===== config.mk =====
export PLATFORM = sky130hd
export DESIGN_NAME = thread_issue_sched
export DESIGN_NICKNAME = d
export VERILOG_FILES = /design/src/rtl/sched_pkg.sv /design/src/rtl/sched_cfg_regs.sv /design/src/rtl/sched_slot_walker.sv /design/src/rtl/sched_soft_rr.sv /design/src/rtl/thread_issue_sched.sv
export SDC_FILE = /design/constraint.sdc
export NUM_CORES = 1
export LEC_CHECK = 0
export ABC_CLOCK_PERIOD_IN_PS = 13400
export BUFFER_PORTS_ARGS = -buffer_cell sky130_fd_sc_hd__buf_2
export CORE_ASPECT_RATIO = 1.1
export CORE_MARGIN = 2
export CORE_UTILIZATION = 57
export DETAILED_ROUTE_END_ITERATION = 10
export PLACE_DENSITY = 0.81
export RECOVER_POWER = 100
export SYNTH_ARGS = -nofsm -noshare
export SYNTH_HDL_FRONTEND = slang
export SYNTH_HIERARCHICAL = 1
export SYNTH_SLANG_ARGS = --single-unit

===== constraint.sdc =====
create_clock -name clk -period 13.4 [get_ports clk]
set_input_delay 2.01 -clock clk [delete_from_list [all_inputs] [get_ports clk]]
set_output_delay 2.01 -clock clk [all_outputs]
set_load 0.1 [all_outputs]

===== src/rtl/sched_pkg.sv =====
package sched_pkg;

  localparam int SLOT_CODE_W = 4;
  localparam int MODE_W      = 2;

  localparam logic [SLOT_CODE_W-1:0] SLOT_CODE_OFF    = 4'hF;
  localparam logic [SLOT_CODE_W-1:0] SLOT_CODE_SHARED = 4'hE;

  typedef enum logic [MODE_W-1:0] {
    MODE_HARD_RUN   = 2'b00,
    MODE_HARD_SLEEP = 2'b01,
    MODE_SOFT_RUN   = 2'b10,
    MODE_SOFT_SLEEP = 2'b11
  } thr_mode_e;

  typedef enum logic [1:0] {
    SLOT_IDLE  = 2'd0,
    SLOT_POOL  = 2'd1,
    SLOT_OWNED = 2'd2
  } slot_kind_e;

  // Decode a slot code: pool, dedicated to an existing thread, or skipped.
  function automatic slot_kind_e classify_slot(input logic [SLOT_CODE_W-1:0] code,
                                               input int n_threads);
    if (code == SLOT_CODE_SHARED) return SLOT_POOL;
    if (int'(code) < n_threads)   return SLOT_OWNED;
    return SLOT_IDLE;
  endfunction

endpackage


===== src/rtl/sched_cfg_regs.sv =====
// Holds the slot and mode tables; applies privilege checks and wake pulses.
module sched_cfg_regs
  import sched_pkg::*;
#(
  parameter int NUM_THREADS = 8,
  parameter int NUM_SLOTS   = 8,
  localparam int TID_W      = $clog2(NUM_THREADS),
  localparam int TABLE_W    = NUM_SLOTS * SLOT_CODE_W,
  localparam int MODE_TBL_W = NUM_THREADS * MODE_W
) (
  input  logic                  clk,
  input  logic                  rst_n,
  input  logic [TID_W-1:0]      cfg_src_tid,
  input  logic                  cfg_src_super,
  input  logic                  cfg_slot_we,
  input  logic [TABLE_W-1:0]    cfg_slot_data,
  input  logic                  cfg_mode_we,
  input  logic [MODE_TBL_W-1:0] cfg_mode_data,
  input  logic [NUM_THREADS-1:0] wake_req,
  output logic [TABLE_W-1:0]    slot_tbl_q,
  output logic [MODE_TBL_W-1:0] mode_tbl_q
);

  localparam logic [TABLE_W-1:0]    SLOT_RST = {NUM_SLOTS{SLOT_CODE_OFF}};
  localparam logic [MODE_TBL_W-1:0] MODE_RST = {NUM_THREADS{2'b11}};

  logic [MODE_TBL_W-1:0] mode_tbl_d;

  for (genvar t = 0; t < NUM_THREADS; t++) begin : g_field
    logic             own_write;
    logic [MODE_W-1:0] field_d;

    assign own_write = cfg_mode_we &&
                       (cfg_src_super || (cfg_src_tid == TID_W'(t)));

    always_comb begin
      field_d = mode_tbl_q[t*MODE_W +: MODE_W];
      if (wake_req[t]) field_d[0] = 1'b0;
      if (own_write)   field_d = cfg_mode_data[t*MODE_W +: MODE_W];
    end

    assign mode_tbl_d[t*MODE_W +: MODE_W] = field_d;
  end

  always_ff @(posedge clk or negedge rst_n) begin
    if (!rst_n) begin
      slot_tbl_q <= SLOT_RST;
      mode_tbl_q <= MODE_RST;
    end else begin
      mode_tbl_q <= mode_tbl_d;
      if (cfg_slot_we && cfg_src_super) slot_tbl_q <= cfg_slot_data;
    end
  end

endmodule


===== src/rtl/sched_slot_walker.sv =====
// Walks the enabled slots cyclically, one per cycle, skipping disabled ones.
module sched_slot_walker
  import sched_pkg::*;
#(
  parameter int NUM_SLOTS   = 8,
  parameter int NUM_THREADS = 8,
  localparam int IDX_W      = $clog2(NUM_SLOTS),
  localparam int TABLE_W    = NUM_SLOTS * SLOT_CODE_W
) (
  input  logic                   clk,
  input  logic                   rst_n,
  input  logic [TABLE_W-1:0]     slot_tbl,
  output logic                   pick_valid,
  output logic [SLOT_CODE_W-1:0] pick_code
);

  logic [IDX_W-1:0] ptr_q, ptr_d;

  always_comb begin
    int idx;
    pick_valid = 1'b0;
    pick_code  = SLOT_CODE_OFF;
    ptr_d      = ptr_q;
    for (int k = 0; k < NUM_SLOTS; k++) begin
      idx = int'(ptr_q) + k;
      if (idx >= NUM_SLOTS) idx = idx - NUM_SLOTS;
      if (!pick_valid &&
          classify_slot(slot_tbl[idx*SLOT_CODE_W +: SLOT_CODE_W], NUM_THREADS) != SLOT_IDLE) begin
        pick_valid = 1'b1;
        pick_code  = slot_tbl[idx*SLOT_CODE_W +: SLOT_CODE_W];
        ptr_d      = (idx == NUM_SLOTS - 1) ? '0 : IDX_W'(idx + 1);
      end
    end
  end

  always_ff @(posedge clk or negedge rst_n) begin
    if (!rst_n) ptr_q <= '0;
    else        ptr_q <= ptr_d;
  end

endmodule


===== src/rtl/sched_soft_rr.sv =====
// Round-robin over running soft threads; remembers the last thread it granted.
module sched_soft_rr #(
  parameter int NUM_THREADS = 8,
  localparam int TID_W      = $clog2(NUM_THREADS)
) (
  input  logic                   clk,
  input  logic                   rst_n,
  input  logic [NUM_THREADS-1:0] soft_run,
  input  logic                   grant_take,
  output logic                   any_run,
  output logic [TID_W-1:0]       grant_tid
);

  logic [TID_W-1:0] last_q;

  always_comb begin
    int idx;
    any_run   = 1'b0;
    grant_tid = '0;
    for (int k = 1; k <= NUM_THREADS; k++) begin
      idx = int'(last_q) + k;
      if (idx >= NUM_THREADS) idx = idx - NUM_THREADS;
      if (!any_run && soft_run[idx]) begin
        any_run   = 1'b1;
        grant_tid = TID_W'(idx);
      end
    end
  end

  always_ff @(posedge clk or negedge rst_n) begin
    if (!rst_n)                     last_q <= TID_W'(NUM_THREADS - 1);
    else if (grant_take && any_run) last_q <= grant_tid;
  end

endmodule


===== src/rtl/thread_issue_sched.sv =====
module thread_issue_sched
  import sched_pkg::*;
#(
  parameter int NUM_THREADS = 8,
  parameter int NUM_SLOTS   = 8,
  localparam int TID_W      = $clog2(NUM_THREADS),
  localparam int TABLE_W    = NUM_SLOTS * SLOT_CODE_W,
  localparam int MODE_TBL_W = NUM_THREADS * MODE_W
) (
  input  logic                   clk,
  input  logic                   rst_n,
  input  logic [TID_W-1:0]       cfg_src_tid,
  input  logic                   cfg_src_super,
  input  logic                   cfg_slot_we,
  input  logic [TABLE_W-1:0]     cfg_slot_data,
  input  logic                   cfg_mode_we,
  input  logic [MODE_TBL_W-1:0]  cfg_mode_data,
  input  logic [NUM_THREADS-1:0] wake_req,
  output logic                   issue_valid,
  output logic [TID_W-1:0]       issue_tid
);

  logic [TABLE_W-1:0]     slot_tbl_q;
  logic [MODE_TBL_W-1:0]  mode_tbl_q;
  logic                   pick_valid;
  logic [SLOT_CODE_W-1:0] pick_code;
  logic [NUM_THREADS-1:0] thr_run, thr_soft_run;
  logic                   rr_any, delegate;
  logic [TID_W-1:0]       rr_tid, owner_tid;
  logic                   valid_d;
  logic [TID_W-1:0]       tid_d;
  slot_kind_e             pick_kind;

  sched_cfg_regs #(.NUM_THREADS(NUM_THREADS), .NUM_SLOTS(NUM_SLOTS)) u_cfg (
    .clk(clk), .rst_n(rst_n),
    .cfg_src_tid(cfg_src_tid), .cfg_src_super(cfg_src_super),
    .cfg_slot_we(cfg_slot_we), .cfg_slot_data(cfg_slot_data),
    .cfg_mode_we(cfg_mode_we), .cfg_mode_data(cfg_mode_data),
    .wake_req(wake_req),
    .slot_tbl_q(slot_tbl_q), .mode_tbl_q(mode_tbl_q)
  );

  sched_slot_walker #(.NUM_SLOTS(NUM_SLOTS), .NUM_THREADS(NUM_THREADS)) u_walk (
    .clk(clk), .rst_n(rst_n), .slot_tbl(slot_tbl_q),
    .pick_valid(pick_valid), .pick_code(pick_code)
  );

  sched_soft_rr #(.NUM_THREADS(NUM_THREADS)) u_rr (
    .clk(clk), .rst_n(rst_n), .soft_run(thr_soft_run), .grant_take(delegate),
    .any_run(rr_any), .grant_tid(rr_tid)
  );

  for (genvar t = 0; t < NUM_THREADS; t++) begin : g_state
    assign thr_run[t]      = ~mode_tbl_q[t*MODE_W];
    assign thr_soft_run[t] = (mode_tbl_q[t*MODE_W +: MODE_W] == MODE_SOFT_RUN);
  end

  assign pick_kind = classify_slot(pick_code, NUM_THREADS);
  assign owner_tid = pick_code[TID_W-1:0];

  always_comb begin
    valid_d  = 1'b0;
    tid_d    = '0;
    delegate = 1'b0;
    if (pick_valid) begin
      if (pick_kind == SLOT_OWNED && thr_run[owner_tid]) begin
        valid_d = 1'b1;
        tid_d   = owner_tid;
      end else begin
        delegate = 1'b1;
        valid_d  = rr_any;
        tid_d    = rr_tid;
      end
    end
  end

  always_ff @(posedge clk or negedge rst_n) begin
    if (!rst_n) begin
      issue_valid <= 1'b0;
      issue_tid   <= '0;
    end else begin
      issue_valid <= valid_d;
      issue_tid   <= tid_d;
    end
  end

endmodule


==> run metrics, run 1 <==
status=complete, but fails checks; failing checks=capacitance limit, slew limit; Post-Synthesis Cell Area=6000 µm²; Die Y=112 µm; fraction of layout cells with a size suffix above 1=35.9%; cts bufs inserted=9; FP Rows=39; initial core utilization=58.2%; Vias/cell=6.82; reg2reg start=u_walk/ptr_q[1]; register area share after synthesis=25.3%; Die W=102 µm; Nets=654; core region area=10,300 µm²; initial antenna violation count=0; final WL=16.6 mm; worst rel slew slack=-99.5%; port bufs=67; setup slack, reg-to-reg=4.96 ns; Final ANT Viol Nets=0; Worst Tran Pin Value=2.99 ns; hold bufs inserted after CTS=0; final period utilization=63.0%; worst hold path stage count=1; crit path time final=8.44 ns; Routed wire per std cell=22.9 µm; asr flop ratio synth=100%; Clock Path Buffers=2; Placed Instances=709; largest net degree at the start of global routing=67; Clock Sinks=58; number of enable flip-flop cells after synthesis=0; Hold WC Path Type=register to register; Synth area leaders=dfstp_2 22%, mux4_2 13%, mux2_1 7.1%; Critical Path Fanout Max=27; global-route usage over all layers=30.6%; post-CTS setup buffer count=0; max-cap violation count=2; Mapped Cells=526; RR Endpoint=u_rr/last_q[2]; Initial DRC Count=378; setup TNS=0 ns; DRT Pass-1 Iters=5; Layout area overhead=10.2%; diode count=0; Max Clock Skew=0.00744 ns; H-tree depth=3; pins over their slew limit=70; non-filler cells, final=725; Syn Nets=603; DR DRC count=0; Worst Path Arrival=8.70 ns; Skew-Pair Late Insertion Delay=0.33 ns; max frequency=119 MHz; Fin. Hold Viols=0; Finish-stage setup viols=0; Die ar.=11,400 µm²; gp weighted congestion=0.989; Startpoint Class=register; via count of the routed design=4,943; syn_area_per_cell=11.4 µm²; cell taking the most area after synthesis=dfstp_2; post_cts resized=0; grt ovf=0; post-synth cell types=83; Hold Path End=u_cfg/mode_tbl_q[7]; commonest non-fill, non-tap cell in the layout=buf_2; yosys warns=6; CTS root buf=clkbuf_16; crit path capture type=register; reg2reg path depth=16; RSZ-0062 raised after global routing=false; most frequent cells in the layout=61 x buf_2, 51 x dfstp_2, 46 x nand2_1, 39 x mux2_1, 37 x mux2i_1; I/O pins=68; Post-DP HPWL=12.3 mm; number of global-route vias before repair=5,003; fin util=64.2%; min-delay src=u_cfg/mode_tbl_q[7]; Crit Path Category=register to register; CTS tree=built; global-route wire length before repair=26.8 mm; FF+latch count, synth=58; Primary FF master, synth=dfstp_2; Worst EP required=13.66 ns; CTS clk-pin slew, worst paths=0.06 ns; post-synth top area share=22.3%
-- cell type report --
cell class / instances / area (µm²)
clock buffers: 9 / 225
clock inverters: 7 / 125
flip-flops and latches: 58 / 1520
inverters: 15 / 56.3
multi-input cells: 423 / 4160
fillers: 813 / 3690
repair buffers: 70 / 347
well taps: 143 / 179
-- metal layers --
metal  vias to the layer above  global-route usage (%)  share of wire, %
li1                       2190                       -                 -
met1                      2458                    36.2                37
met2                       229                    51.9                52
met3                        66                    6.47               5.8
met4                         0                    15.8               5.4
met5                         -                       0                 0
-- sequential cells by signal (all words and copies together), names as in the netlist --
signal            count
issue_tid             3
u_cfg/mode_tbl_q     16
issue_valid           1
u_rr/last_q           3
u_walk/ptr_q          3
u_cfg/slot_tbl_q     32
-- cell families after synthesis --
family,after synthesis,synth area share [%]
buffers and inverters,45,4.76
DFF,58,25.3
xor gates and xnor gates,8,1.17
muxes,156,39.3
and+or+nand+nor,149,14.5
adders and majority gates,13,2.71
AOI/OAI and AO/OA,97,12.2
-- critical path: stages (launching register included) --
cell and delay (ns):
dfrtp_1 0.84, inv_1 0.51, ha_1 1.22, mux4_1 0.65, or4bb_1 0.18, o311ai_0 0.52, or4_1 0.83, nor4b_1 1.17
inv_1 0.21, o22ai_1 0.27, a311o_1 0.36, mux2_1 0.37, a31oi_1 0.30, o311a_4 0.29, nor2b_1 0.05, o21ai_0 0.20
mux2_1 0.38
-- worst max path at each step --
stage	start	end	slack, ns	cells after the start
finish	u_walk/ptr_q[1]	u_rr/last_q[2]	4.96	16
CTS	u_walk/ptr_q[0]	u_rr/last_q[2]	6.29	16
detailed placement	u_walk/ptr_q[1]	u_rr/last_q[2]	6.47	15
floorplan	u_walk/ptr_q[0]	u_rr/last_q[2]	7.63	23
global route	u_walk/ptr_q[1]	u_rr/last_q[2]	4.37	16
global placement	u_walk/ptr_q[0]	u_rr/last_q[2]	6.74	17
-- cell usage after synthesis, types with 4 or more instances --
master,n
mux2i_1,37
nand2_1,45
mux4_1,16
a21oi_1,14
clkbuf_1,11
buf_2,5
nor3b_1,5
inv_1,14
o21ai_0,11
mux4_2,35
nor2b_1,22
o21ai_1,7
dfrtp_1,7
buf_6,11
and3_1,4
o2111ai_1,4
dfstp_2,51
o211ai_1,5
mux2_1,38
xnor2_1,4
a221oi_1,4
mux2_2,26
nor2_1,13
nand4b_1,4
nand2b_1,11
xor2_1,4
a22oi_1,11
nand3_1,12
ha_1,13
nor3_1,6
-- per-stage QoR --
| stage | worst slack, ns | area (µm²) | hold WS [ns] |
|---|---|---|---|
| floorplan | 7.63 | 6000 | 0.599 |
| global placement | 6.74 | 6300 | 0.605 |
| detailed placement | 6.47 | 6300 | 0.613 |
| CTS | 6.29 | 6660 | 0.620 |
| global route | 4.37 | 6610 | 0.634 |
| finish | 4.96 | 6610 | 0.619 |
Power of run 1 is not shown: default switching activity piles up to over one toggle a cycle in this logic, so the estimate is an artifact.
==> run 2, diff against run 1 <==
--- a/config.mk
+++ b/config.mk
@@ -5,7 +5,7 @@
 export SDC_FILE = /design/constraint.sdc
 export NUM_CORES = 1
 export LEC_CHECK = 0
-export ABC_CLOCK_PERIOD_IN_PS = 13400
+export ABC_CLOCK_PERIOD_IN_PS = 8000
 export BUFFER_PORTS_ARGS = -buffer_cell sky130_fd_sc_hd__buf_2
 export CORE_ASPECT_RATIO = 1.1
 export CORE_MARGIN = 2
==> constraint.sdc (replaced) <==
create_clock -name clk -period 8 [get_ports clk]
set_input_delay 1.2 -clock clk [delete_from_list [all_inputs] [get_ports clk]]
set_output_delay 1.2 -clock clk [all_outputs]
set_load 0.1 [all_outputs]
==> run 2 against run 1 <==
Against the previous run: the run still ends with capacitance limit, slew limit left; sequential share of layout area down 0.14 points; die area unchanged; wire length down 9.3%; final area up 0.61%; critical endpoint unchanged; clock skew up 0.0017 ns; largest cell class unchanged.
==> run metrics, run 2 (synthesized netlist as in run 1, its figures left out) <==
status=complete, but fails checks; failing checks=capacitance limit, slew limit; crit path time final=7.10 ns; CTS clk-pin slew, worst paths=0.06 ns; global-route usage over all layers=27.8%; Clock Path Buffers=2; crit path launch=u_walk/ptr_q[1]; Die Y=112 µm; via count of the routed design=4,775; Clock Sinks=58; Finish-stage setup viols=0; Worst Tran Pin Value=2.99 ns; Layout area overhead=10.8%; biggest regs=u_cfg/slot_tbl_q: 32 flops, u_cfg/mode_tbl_q: 16 flops; max reg flops=32; Die W=102 µm; largest net degree at the start of global routing=66; fin util=64.5%; gp weighted congestion=1.00; I/O pins=68; worst rel slew slack=-99.2%; commonest non-fill, non-tap cell in the layout=buf_2; pins over their slew limit=59; CTS tree=built; Worst EP required=8.26 ns; met1 GRT Util=34.1%; RR Endpoint=u_rr/last_q[2]; Crit Path Category=register to register; initial core utilization=58.2%; final WL=15.1 mm; CTS root buf=clkbuf_16; global-route wire length before repair=24.4 mm; Fin. Hold Viols=0; Hold WC Path Type=register to register; Nets=657; number of global-route vias before repair=4,728; crit path to=u_rr/last_q[2]; core region area=10,300 µm²; Worst Path Arrival=7.36 ns; hold bufs inserted after CTS=0; Routed wire per std cell=20.7 µm; Top reg by flops=u_cfg/slot_tbl_q; RSZ-0062 raised after global routing=false; max-cap violation count=1; setup slack, reg-to-reg=0.90 ns; setup TNS=0 ns; reg2reg path depth=18; gr busiest metal=met2; M3 GR Usage=5.46%; Post-DP HPWL=11.2 mm; FP Rows=39; DR DRC count=0; grt met2 use=45.9%; Critical Path Fanout Max=22; H-tree depth=3; port bufs=67; crit path capture type=register; most frequent cells in the layout=60 x buf_2, 51 x dfstp_2, 47 x nand2_1, 38 x mux2_1, 37 x mux2i_1; grt ovf=0; final period utilization=88.8%; Startpoint Class=register; Placed Instances=712; max frequency=141 MHz; Skew-Pair Late Insertion Delay=0.33 ns; initial antenna violation count=0; Vias/cell=6.56; DRT Pass-1 Iters=5; non-filler cells, final=728; Initial DRC Count=333; post-CTS setup buffer count=0; cts bufs inserted=9; Final ANT Viol Nets=0; post_cts resized=0; Die ar.=11,400 µm²; diode count=0; Max Clock Skew=0.00917 ns; fraction of layout cells with a size suffix above 1=36.6%; reg2reg start=u_walk/ptr_q[1]
## run 2: layout make-up
type / count / area [µm²]
Clock buffer: 9 / 225
Clock inverter: 7 / 125
Fill cell: 822 / 3650
Inverter: 15 / 56.3
Multi-Input combinational cell: 423 / 4180
Sequential cell: 58 / 1520
Tap cell: 143 / 179
Timing Repair Buffer: 73 / 368
## run 2: layer usage
metal | part of all wire (%) | vias up
li1 | - | 2192
met1 | 39 | 2346
met2 | 51 | 185
met3 | 5.1 | 52
met4 | 4.6 | 0
met5 | 0 | -
## run 2: worst min path at each step
| stage | start | end | slack [ns] | depth (start not counted) |
|---|---|---|---|---|
| 3_5_place_dp | u_cfg/mode_tbl_q[13] | u_cfg/mode_tbl_q[13] | 0.61 | 1 |
| 2_1_floorplan | u_cfg/mode_tbl_q[11] | u_cfg/mode_tbl_q[11] | 0.60 | 1 |
| 4_1_cts | u_cfg/mode_tbl_q[13] | u_cfg/mode_tbl_q[13] | 0.62 | 1 |
| 3_3_place_gp | u_cfg/mode_tbl_q[7] | u_cfg/mode_tbl_q[7] | 0.60 | 1 |
| 5_1_grt | u_cfg/mode_tbl_q[13] | u_cfg/mode_tbl_q[13] | 0.62 | 1 |
| 6_report | u_cfg/mode_tbl_q[13] | u_cfg/mode_tbl_q[13] | 0.61 | 1 |
## run 2: critical path, stage by stage, from the launching register on
cell and delay (ns):
dfrtp_1 0.88, inv_1 0.09, buf_4 0.23, ha_1 0.63, buf_4 0.33, mux4_2 0.53, or4bb_1 0.20, o311ai_2 0.21
or4_4 0.56, nor4b_1 1.18, inv_1 0.16, o22ai_1 0.23, a311o_1 0.35, mux4_2 0.54, nand2_1 0.11, o311a_4 0.22
nor2b_1 0.05, o21ai_1 0.15, mux2_1 0.36
## run 2: through the flow
| step | hold WS [ns] | setup slack [ns] | area, µm² |
|---|---|---|---|
| final | 0.615 | 0.896 | 6650 |
| after global routing | 0.622 | 0.574 | 6650 |
| after CTS | 0.616 | 1.55 | 6680 |
| after detailed placement | 0.608 | 1.58 | 6330 |
| after global placement | 0.605 | 1.80 | 6330 |
| after floorplan | 0.599 | 2.23 | 6000 |
Power of run 2 is left out for the same reason.
